--- src/rtl/dac_frame_rx.sv ---
module dac_frame_rx #(
  parameter int NGRP     = 5,
  parameter int NCH      = 4,
  parameter int CW       = 12,
  parameter int DW       = 3,
  parameter int TW       = 16,
  parameter int DET_CODE = 7
) (
  input  logic                      clk,
  input  logic                      rst_n,
  input  logic                      sclk,
  input  logic                      sdi,
  input  logic                      fs_n,
  input  logic                      cable_ok,
  input  logic [TW-1:0]             idle_limit,
  output logic [NGRP*NCH*CW-1:0]    dac_codes,
  output logic                      dest_err,
  output logic                      dn_sclk,
  output logic                      dn_sdo,
  output logic                      dn_fs_n
);
  localparam int BW   = NCH * CW;
  localparam int FLEN = DW + BW;
  localparam int CNTW = $clog2(FLEN + 2);
  localparam logic [CNTW-1:0] CMAX = '1;
  localparam logic [CNTW-1:0] CFULL = CNTW'(FLEN);
  localparam logic [DW-1:0] DET = DW'(DET_CODE);

  logic [2:0] sclk_q, fs_q;
  logic [1:0] sdi_q, cab_q;
  logic [FLEN-1:0] sh;
  logic [CNTW-1:0] cnt;
  logic [TW-1:0] idle_cnt;
  logic abort;
  logic [BW-1:0] bank [NGRP];
  logic [FLEN-1:0] rbuf;
  logic busy, ph;
  logic [CNTW-1:0] ridx;
  logic cable_s2;

  always_ff @(posedge clk or negedge rst_n)
    if (!rst_n) begin
      sclk_q <= '0;
      fs_q   <= '1;
      sdi_q  <= '0;
      cab_q  <= '0;
    end else begin
      sclk_q <= {sclk_q[1:0], sclk};
      fs_q   <= {fs_q[1:0], fs_n};
      sdi_q  <= {sdi_q[0], sdi};
      cab_q  <= {cab_q[0], cable_ok};
    end

  assign cable_s2 = cab_q[1];
  wire fs_act  = ~fs_q[1];
  wire rise    = sclk_q[1] & ~sclk_q[2];
  wire fin     = fs_q[1] & ~fs_q[2];
  wire timeout = fs_act & ~abort & ~rise & (idle_cnt == idle_limit - 1'b1);
  wire zap     = ~cable_s2 | timeout;
  wire fin_ok  = fin & (cnt == CFULL) & ~abort & cable_s2;
  wire [DW-1:0] dest = sh[FLEN-1 -: DW];
  wire local_hit = (32'(dest) < NGRP);

  always_ff @(posedge clk or negedge rst_n)
    if (!rst_n) begin
      sh <= '0;
      cnt <= '0;
      idle_cnt <= '0;
      abort <= 1'b0;
    end else if (!fs_act) begin
      cnt <= '0;
      idle_cnt <= '0;
      abort <= 1'b0;
    end else begin
      if (rise) begin
        sh <= {sh[FLEN-2:0], sdi_q[1]};
        if (cnt != CMAX) cnt <= cnt + 1'b1;
        idle_cnt <= '0;
      end else if (!abort) begin
        idle_cnt <= idle_cnt + 1'b1;
      end
      if (timeout || !cable_s2) abort <= 1'b1;
    end

  always_ff @(posedge clk or negedge rst_n)
    if (!rst_n) begin
      for (int g = 0; g < NGRP; g++) bank[g] <= '0;
    end else if (zap) begin
      for (int g = 0; g < NGRP; g++) bank[g] <= '0;
    end else if (fin_ok) begin
      for (int g = 0; g < NGRP; g++)
        if (dest == DW'(g)) bank[g] <= sh[BW-1:0];
    end

  always_ff @(posedge clk or negedge rst_n)
    if (!rst_n) dest_err <= 1'b0;
    else if (fin_ok && !local_hit && dest != DET) dest_err <= 1'b1;

  generate
    for (genvar g = 0; g < NGRP; g++) begin : g_grp
      for (genvar c = 0; c < NCH; c++) begin : g_ch
        assign dac_codes[(g*NCH+c)*CW +: CW] = bank[g][(NCH-1-c)*CW +: CW];
      end
    end
  endgenerate

  always_ff @(posedge clk or negedge rst_n)
    if (!rst_n) begin
      rbuf <= '0;
      busy <= 1'b0;
      ph   <= 1'b0;
      ridx <= '0;
    end else if (!busy) begin
      if (fin_ok && dest == DET) begin
        rbuf <= sh;
        busy <= 1'b1;
        ph   <= 1'b0;
        ridx <= '0;
      end
    end else begin
      ph <= ~ph;
      if (ph) begin
        rbuf <= {rbuf[FLEN-2:0], 1'b0};
        ridx <= ridx + 1'b1;
        if (ridx == CNTW'(FLEN - 1)) busy <= 1'b0;
      end
    end

  assign dn_sdo  = rbuf[FLEN-1];
  assign dn_sclk = busy & ph;
  assign dn_fs_n = ~busy;
endmodule

--- config.mk ---
export PLATFORM = sky130hd
export DESIGN_NAME = dac_frame_rx
export DESIGN_NICKNAME = d
export VERILOG_FILES = /design/src/rtl/dac_frame_rx.sv
export SDC_FILE = /design/constraint.sdc
export NUM_CORES = 1
export LEC_CHECK = 0
export BUFFER_PORTS_ARGS = -buffer_cell sky130_fd_sc_hd__buf_2
export CORE_AREA = 3 3 198 152
export DETAILED_ROUTE_END_ITERATION = 10
export DIE_AREA = 0 0 201 155
export GPL_TIMING_DRIVEN = 0
export PLACE_DENSITY = 0.84
export SLEW_MARGIN = 20
export SYNTH_ARGS = -nofsm -noshare
export SYNTH_HDL_FRONTEND = slang
export SYNTH_SLANG_ARGS = --single-unit
export TNS_END_PERCENT = 10
--- constraint.sdc ---
create_clock -name clk -period 5.5 [get_ports clk]
set_clock_uncertainty 0.15 [all_clocks]
set_input_delay 1.1 -clock clk [delete_from_list [all_inputs] [get_ports clk]]
set_output_delay 1.1 -clock clk [all_outputs]
set_load 0.02 [all_outputs]
==> results of run 1 <==
==> report_power, final <==
part,internal (mW),switching (mW),leakage (nW),total [mW]
clock network,1.59,1.08,0.651,2.67
logic,0.0984,0.131,5.09,0.230
registers,2.86,0.102,5.33,2.96
==> through the flow <==
step                      instance area, um^2  hold slack, ps
after floorplan                         17160           181.2
after global placement                  18970           186.4
after detailed placement                19090           186.4
after CTS                               20380           200.2
after global routing                    20380           214.6
final                                   20380           197.1
==> layout by cell type (no fill, tap or decap), types with 3 or more instances in the layout <==
| cell | n |
|---|---|
| dfrtp_1 | 381 |
| mux2_2 | 52 |
| nand4_1 | 10 |
| dfstp_2 | 3 |
| nand3b_1 | 5 |
| nor3b_1 | 242 |
| nor3_1 | 7 |
| buf_16 | 4 |
| nand2_1 | 68 |
| nor2_1 | 40 |
| buf_2 | 274 |
| clkbuf_8 | 8 |
| buf_4 | 12 |
| inv_1 | 9 |
| ha_1 | 5 |
| or3_1 | 3 |
| xnor2_1 | 20 |
| nor2b_1 | 6 |
| nand3_1 | 10 |
| clkinv_2 | 12 |
| a31oi_1 | 3 |
| nor4_1 | 5 |
| bufinv_16 | 4 |
| clkbuf_1 | 88 |
| mux2i_1 | 291 |
| a21oi_1 | 3 |
| o21ai_0 | 62 |
| clkbuf_16 | 39 |
| xor2_1 | 18 |
| nand2b_1 | 5 |
| and3_1 | 4 |
==> layout make-up <==
cell class                 instances  area share [%]
inverter                          10          0.1842
sequential                       384           47.18
buffer                           108           2.272
clock inverter                    17          0.9272
tap                              385           2.364
clock buffer                      51           5.404
timing repair buffer             269           7.099
multi-input combinational        888           34.57
==> path summary, 6_finish.rpt <==
kind                                from              to  slack (ps)  depth (start not counted)
setup / recovery           idle_limit[0]   dac_codes[88]        1190                         11
setup reg to reg                cab_q[1]  dac_codes[151]        1600                          9
min in group asynchronous          rst_n  dac_codes[150]         370                          1
hold / removal                  sdi_q[0]        sdi_q[1]         200                          0
max in group asynchronous          rst_n  dac_codes[123]        3550                          3
hold reg to reg                 sdi_q[0]        sdi_q[1]         200                          0
==> logic make-up after synthesis <==
family	synth area share, %
AND/OR/NAND/NOR	15.62
flip-flops	56.03
multiplexers	20.39
buffers and inverters	2.917
AO/OA/AOI/OAI	2.742
XOR/XNOR	1.940
adder cells (fa/ha/maj)	0.3646
==> state kept, by name, summed over array words and instances (netlist names), 2 cells and up <==
| name | flops |
|---|---|
| cab_q | 2 |
| cnt | 6 |
| dac_codes | 240 |
| fs_q | 3 |
| idle_cnt | 16 |
| rbuf | 51 |
| ridx | 6 |
| sclk_q | 3 |
| sdi_q | 2 |
| sh | 51 |
==> critical path, cell delays in order <==
cell      delay, ps
buf_2           130
inv_1            60
ha_1            250
or4b_1          570
or4b_1          570
mux2i_1         170
o211ai_1        170
nor4_4          550
buf_2           510
buf_2           340
nor3b_1         110
==> routing by layer <==
metal,vias up,share of wire [%]
met5,-,0.015
met4,2,2.9
met3,94,6.4
met2,478,46
met1,6341,45
li1,5539,-
==> key figures, run 1 <==
Route
  • DRT Wirelength: 45940 um
  • Via density: 5.897
  • DR vias: 12450
  • DR iter-0 viols: 859
  • DRC violations left: 0
  • First-pass DRT Iterations: 5
  • Avg WL per Cell: 21.75 um
  • Post-DRT Antenna Nets: 0

Global route
  • Total GRT Usage: 29.38%
  • Antenna violations before repair: 1
  • Pin count of the biggest net entering global routing: 94
  • GRT met2 Usage: 46.16%
  • First-pass GRT wire length: 72550 um
  • Total gr overflow: 0
  • M1 GR Usage: 42.60%
  • Met3 Usage GRT: 5.124%
  • Grt peak-use layer: met2
  • Vias in the first global route: 12700

Run
  • Max Cap Violations: 0

Cells and area
  • Ant diodes: 0
  • Footprint of the multi-input gates: 7044 um^2
  • NumNets Final: 1725
  • Final cell count without fillers: 2112
  • Area growth, synth to finish: 18.76%
  • Finished Core Util: 72.64%
  • Share of cells above drive strength 1: 23.91%
  • Storage element area: 9613 um^2
  • Fillers: 1958

STA
  • Fmax: 232.2 MHz
  • Final hold vios: 0
  • Relative slew slack: 21.79%
  • RSZ-0062 raised after global routing: no
  • Final worst slack: 1193 ps
  • # setup viols final: 0
  • Slew Viols, Final: 0
  • Min Tclk post-route: 4307 ps
  • Fin crit share: 78.30%
  • Setup TNS: 0 ps
  • Worst Tran Pin Value: 1173 ps

CTS
  • Reg clk slew, reported paths: 60 ps
  • CTS tree: built
  • Setup bufs post-CTS: 0
  • Num Clock Sinks: 384
  • CTS Hold Bufs: 0
  • Maximum clock insertion buffer count: 3
  • Post_cts resized: 0
  • H-tree Lvls: 2
  • Clock latency on the worst-skew pair: 530 ps
  • CTS Buf Count: 37
  • Clk root buf: clkbuf_16

Synth
  • Ys async rst share: 100.0%
  • Yosys top cell by area: dfrtp_1
  • Mean area per synthesized cell: 12.34 um^2
  • Total number of yosys warnings: 0
  • Top-area cell type share of the netlist area: 55.57%
  • Synth Flop Type: dfrtp_1
  • Syn nets: 1417
  • Synth area leaders: dfrtp_1, mux2i_1, nor3b_1
  • Top-count cell post-synth: dfrtp_1
  • Synth Register Bits: 384
  • Post-synth EDFFs: 0
  • Synth Cell Area: 17160 um^2
  • Post-Synthesis Cells: 1390
  • Most frequent cells after synthesis: dfrtp_1, mux2i_1, nor3b_1, clkbuf_1, nand2_1
  • Post-synthesis cell type count: 50
  • Post-synthesis sequential area ratio: 56.03%

Power and ir drop
  • Leakage: 11.07 nW
  • Peak VDD IR: 0.2298 mV
  • PwrDens: 287.6 nW/um^2
  • Tot Pwr: 5.861 mW

Worst setup path
  • CP Launch Type: input port
  • CP Data Required Time: 5740 ps
  • Worst Path Max Fanout: 10
  • WP data arrival: 4550 ps
  • Endpoint class of the critical path: flop
  • Critical path class: in -> reg

Die
  • Io pins: 266
  • Core area: 28050 um^2
  • Chip width: 201 um
  • Core Rows: 53
  • Die footprint: 31160 um^2
  • Starting Density: 61.17%
  • Die Height: 155 um

Min path
  • Hold Path Class: reg -> reg

Placed design
  • Placed cells: 2044
  • Final Wtd Congestion: 0.8511
  • I/O Buffers: 265
  • Setup WS pre-CTS: 681.9 ps
  • Post-DP HPWL: 31580 um

Outcome
  • Status: finished clean
Power figures use the tool's default switching activity.
==> run 2: changes to the inputs <==
Settings changed: ABC_AREA from default to 1, CORE_AREA 3 3 198 152 to 3 3 216 165, DIE_AREA 0 0 201 155 to 0 0 219 168, PLACE_DENSITY 0.84 to 0.76.
Clock period 5.5 ns to 3.5 ns, I/O delays scaled along.
==> key figures, run 2 <==
Worst setup path
  • Critical path class: reg -> reg
  • WP data arrival: 3620 ps (-930 ps)
  • R2r setup slk: 200 ps (-1400 ps)
  • CP max stage cell: clkbuf_1
  • Crit Reg-Reg Startpoint: cab_q[1]
  • CP Launch Type: flop
  • CP top delay family: buffers and inverters
  • Most frequent CP cell: clkbuf_1
  • CP max stage delay: 980 ps (+410 ps)
  • Worst Path Max Fanout: 10 (unchanged)
  • Endpoint class of the critical path: flop
  • Worst r2r path cells: 6 (-3)
  • CP cell instances: clkbuf_1 -> clkbuf_1 -> clkbuf_1 -> clkbuf_1 -> nand4_1 -> nand2_1
  • Buf/Inv on CP: 4 (unchanged)
  • CP Data Required Time: 3820 ps (-1920 ps)
  • Crit. path cell count: 6 (-5)
  • Reg2reg end: dac_codes[84]

Route
  • DR iter-0 viols: 1877 (+120%)
  • DRT Wirelength: 58730 um (+28%)
  • First-pass DRT Iterations: 5 (unchanged)
  • Via density: 6.199 (+5.1%)
  • DRC violations left: 0 (unchanged)
  • Avg WL per Cell: 21.86 um (+0.51%)
  • Post-DRT Antenna Nets: 0 (unchanged)
  • DR vias: 16650 (+34%)

Synth
  • Top-count cell post-synth: nand4_1
  • Most frequent cells after synthesis: nand4_1, nand2_1, dfrtp_1, clkbuf_1, nor2_1
  • Yosys top cell by area: dfrtp_1
  • Synth area leaders: dfrtp_1, nand4_1, nand2_1
  • Top-area cell type share of the netlist area: 54.44% (-1.1 points)
  • Mean area per synthesized cell: 9.213 um^2 (-25%)
  • Synth Register Bits: 384 (unchanged)
  • Syn nets: 1928 (+36%)
  • Synth Cell Area: 17510 um^2 (+2.1%)
  • Post-Synthesis Cells: 1901 (+37%)
  • Ys async rst share: 100.0% (unchanged)
  • Total number of yosys warnings: 0 (unchanged)
  • Post-synth EDFFs: 0 (unchanged)
  • Synth Flop Type: dfrtp_1
  • Post-synthesis sequential area ratio: 54.89% (-1.1 points)
  • Post-synthesis cell type count: 36 (-28%)

Power and ir drop
  • Peak VDD IR: 0.3527 mV (+53%)
  • PwrDens: 446.1 nW/um^2 (+55%)
  • Sw Share: 24.56% (+2.2 points)
  • Sequential group share of total power: 48.9% (-1.6 points)
  • Leakage: 11.02 nW (-0.39%)
  • Clk pwr share: 44.6% (-1.0 points)
  • Logic pwr share: 6.5% (+2.6 points)
  • P_sw: 2.276 mW (+74%)
  • Power Internal: 6.989 mW (+54%)
  • Tot Pwr: 9.265 mW (+58%)

Min path
  • Hold Path Class: in -> reg
  • Hold path start: fs_n
  • Worst hold endpoint: fs_q[0]
  • Worst Hold Depth: 1 (+1)

Placed design
  • Final Wtd Congestion: 0.8997 (+5.7%)
  • Post-DP HPWL: 40470 um (+28%)
  • Placed cells: 2620 (+28%)
  • Setup WS pre-CTS: 186.0 ps (-495.9 ps)
  • I/O Buffers: 265 (unchanged)

Cells and area
  • Area growth, synth to finish: 18.60%
  • Ant diodes: 0 (unchanged)
  • Final cell count without fillers: 2686 (+27%)
  • Commonest non-fill, non-tap cells in the layout: nand4_1, nand2_1, dfrtp_1
  • NumNets Final: 2239 (+30%)
  • Share of cells above drive strength 1: 20.71% (-3.2 points)
  • Most common cell after layout, fill and taps aside: nand4_1
  • Number of flip-flops in the largest register: 240 (unchanged)
  • Fillers: 2778 (+42%)

Run
  • Max Cap Violations: 0 (unchanged)

STA
  • Relative slew slack: 17.78% (-4.0 points)
  • Hold_ws: 101.1 ps (-96.02 ps)
  • Final hold vios: 0 (unchanged)
  • Fmax: 302.6 MHz
  • Setup TNS: 0 ps (unchanged)
  • # setup viols final: 0 (unchanged)
  • Final worst slack: 195.6 ps (-997.7 ps)
  • Min Tclk post-route: 3304 ps
  • Fin crit share: 94.41%
  • RSZ-0062 raised after global routing: no
  • Slew Viols, Final: 0 (unchanged)
  • Worst Tran Pin Value: 1233 ps (+60.21 ps)

CTS
  • Setup bufs post-CTS: 0 (unchanged)
  • CTS tree: built
  • Num Clock Sinks: 384 (unchanged)
  • Maximum clock insertion buffer count: 3 (unchanged)
  • Clk root buf: clkbuf_16
  • H-tree Lvls: 2 (unchanged)
  • CTS Buf Count: 39 (+5.4%)
  • Reg clk slew, reported paths: 60 ps (about the same)
  • Clock latency on the worst-skew pair: 550 ps (+20 ps)

Global route
  • Total gr overflow: 0 (unchanged)
  • First-pass GRT wire length: 91100 um (+26%)
  • Pin count of the biggest net entering global routing: 101 (+7.4%)
  • Antenna violations before repair: 1 (unchanged)
  • Total GRT Usage: 31.48% (+2.1 points)
  • Vias in the first global route: 16090 (+27%)

Die
  • Chip width: 219 um (+9.0%)
  • Core Rows: 58 (+9.4%)
  • Starting Density: 52.24% (-8.9 points)
  • Die footprint: 36790 um^2 (+18%)
  • Io pins: 266 (unchanged)
  • Die Height: 168 um (+8.4%)
  • Core area: 33530 um^2 (+20%)

Outcome
  • Status: finished clean
run 2: changes by cell type after synthesis, moves of 36 or more:
cell	delta
a31oi_1	+49
nand2_1	+356
nor2_1	+63
nor3b_1	-242
mux2i_1	-291
buf_1	+36
o21ai_0	-38
nand4_1	+472
buf_2	+41
clkbuf_1	+44
run 2: repair_timing:
item                                   CTS  global route
resized for setup                        0             0
hold buffers                             1             0
endpoints found under the hold margin   27             0
run 2: cells by family after synthesis:
| logic type | Yosys count | synth area share (%) |
|---|---|---|
| xor gates and xnor gates | 15 | 0.7501 |
| and+or+nand+nor | 1063 | 30.48 |
| muxes | 46 | 2.958 |
| adders and majority gates | 5 | 0.3572 |
| AOI/OAI and AO/OA | 105 | 3.515 |
| DFF | 384 | 54.89 |
| buffers and inverters | 283 | 7.051 |
run 2: final cells by class:
cell class	instances	area [um^2]	area share, %
buffer	235	1055	5.078
clock buffer	55	1147	5.524
clock inverter	10	90.09	0.4337
inverter	48	180.2	0.8674
multi-input combinational	1234	6666	32.09
sequential	384	9613	46.28
tap	450	563.0	2.711
timing repair buffer	270	1456	7.012
run 2: worst max path at each step:
stage                   from              to
2_1_floorplan  idle_limit[1]   dac_codes[36]
3_3_place_gp           rst_n    dac_codes[6]
3_5_place_dp   idle_limit[0]  dac_codes[166]
4_1_cts             cab_q[1]   dac_codes[37]
5_1_grt             cab_q[1]   dac_codes[57]
6_report            cab_q[1]   dac_codes[84]
run 2: metal layers:
| layer | vias up | part of all wire [%] | GRT usage (%) |
|---|---|---|---|
| li1 | 7406 | - | - |
| met1 | 8180 | 41 | 43.65 |
| met2 | 908 | 45 | 48.11 |
| met3 | 157 | 9.6 | 7.578 |
| met4 | 0 | 4.4 | 12.48 |
| met5 | - | 0 | 0 |
run 2: metrics by stage:
step / cell area, um^2 / util (%)
floorplan: 17510 / -
global placement: 19400 / 57.87
detailed placement: 19520 / 58.23
CTS: 20770 / 61.95
global route: 20770 / 61.95
finish: 20770 / 61.95
run 2: power by group through the flow:
stage	logic, mW	registers, mW	clock network (mW)
after global routing	0.651	4.53	4.33
after floorplan	0.306	4.60	0
after detailed placement	0.588	4.61	0
after CTS	0.593	4.53	4.14
final	0.604	4.53	4.13
after global placement	0.557	4.61	0
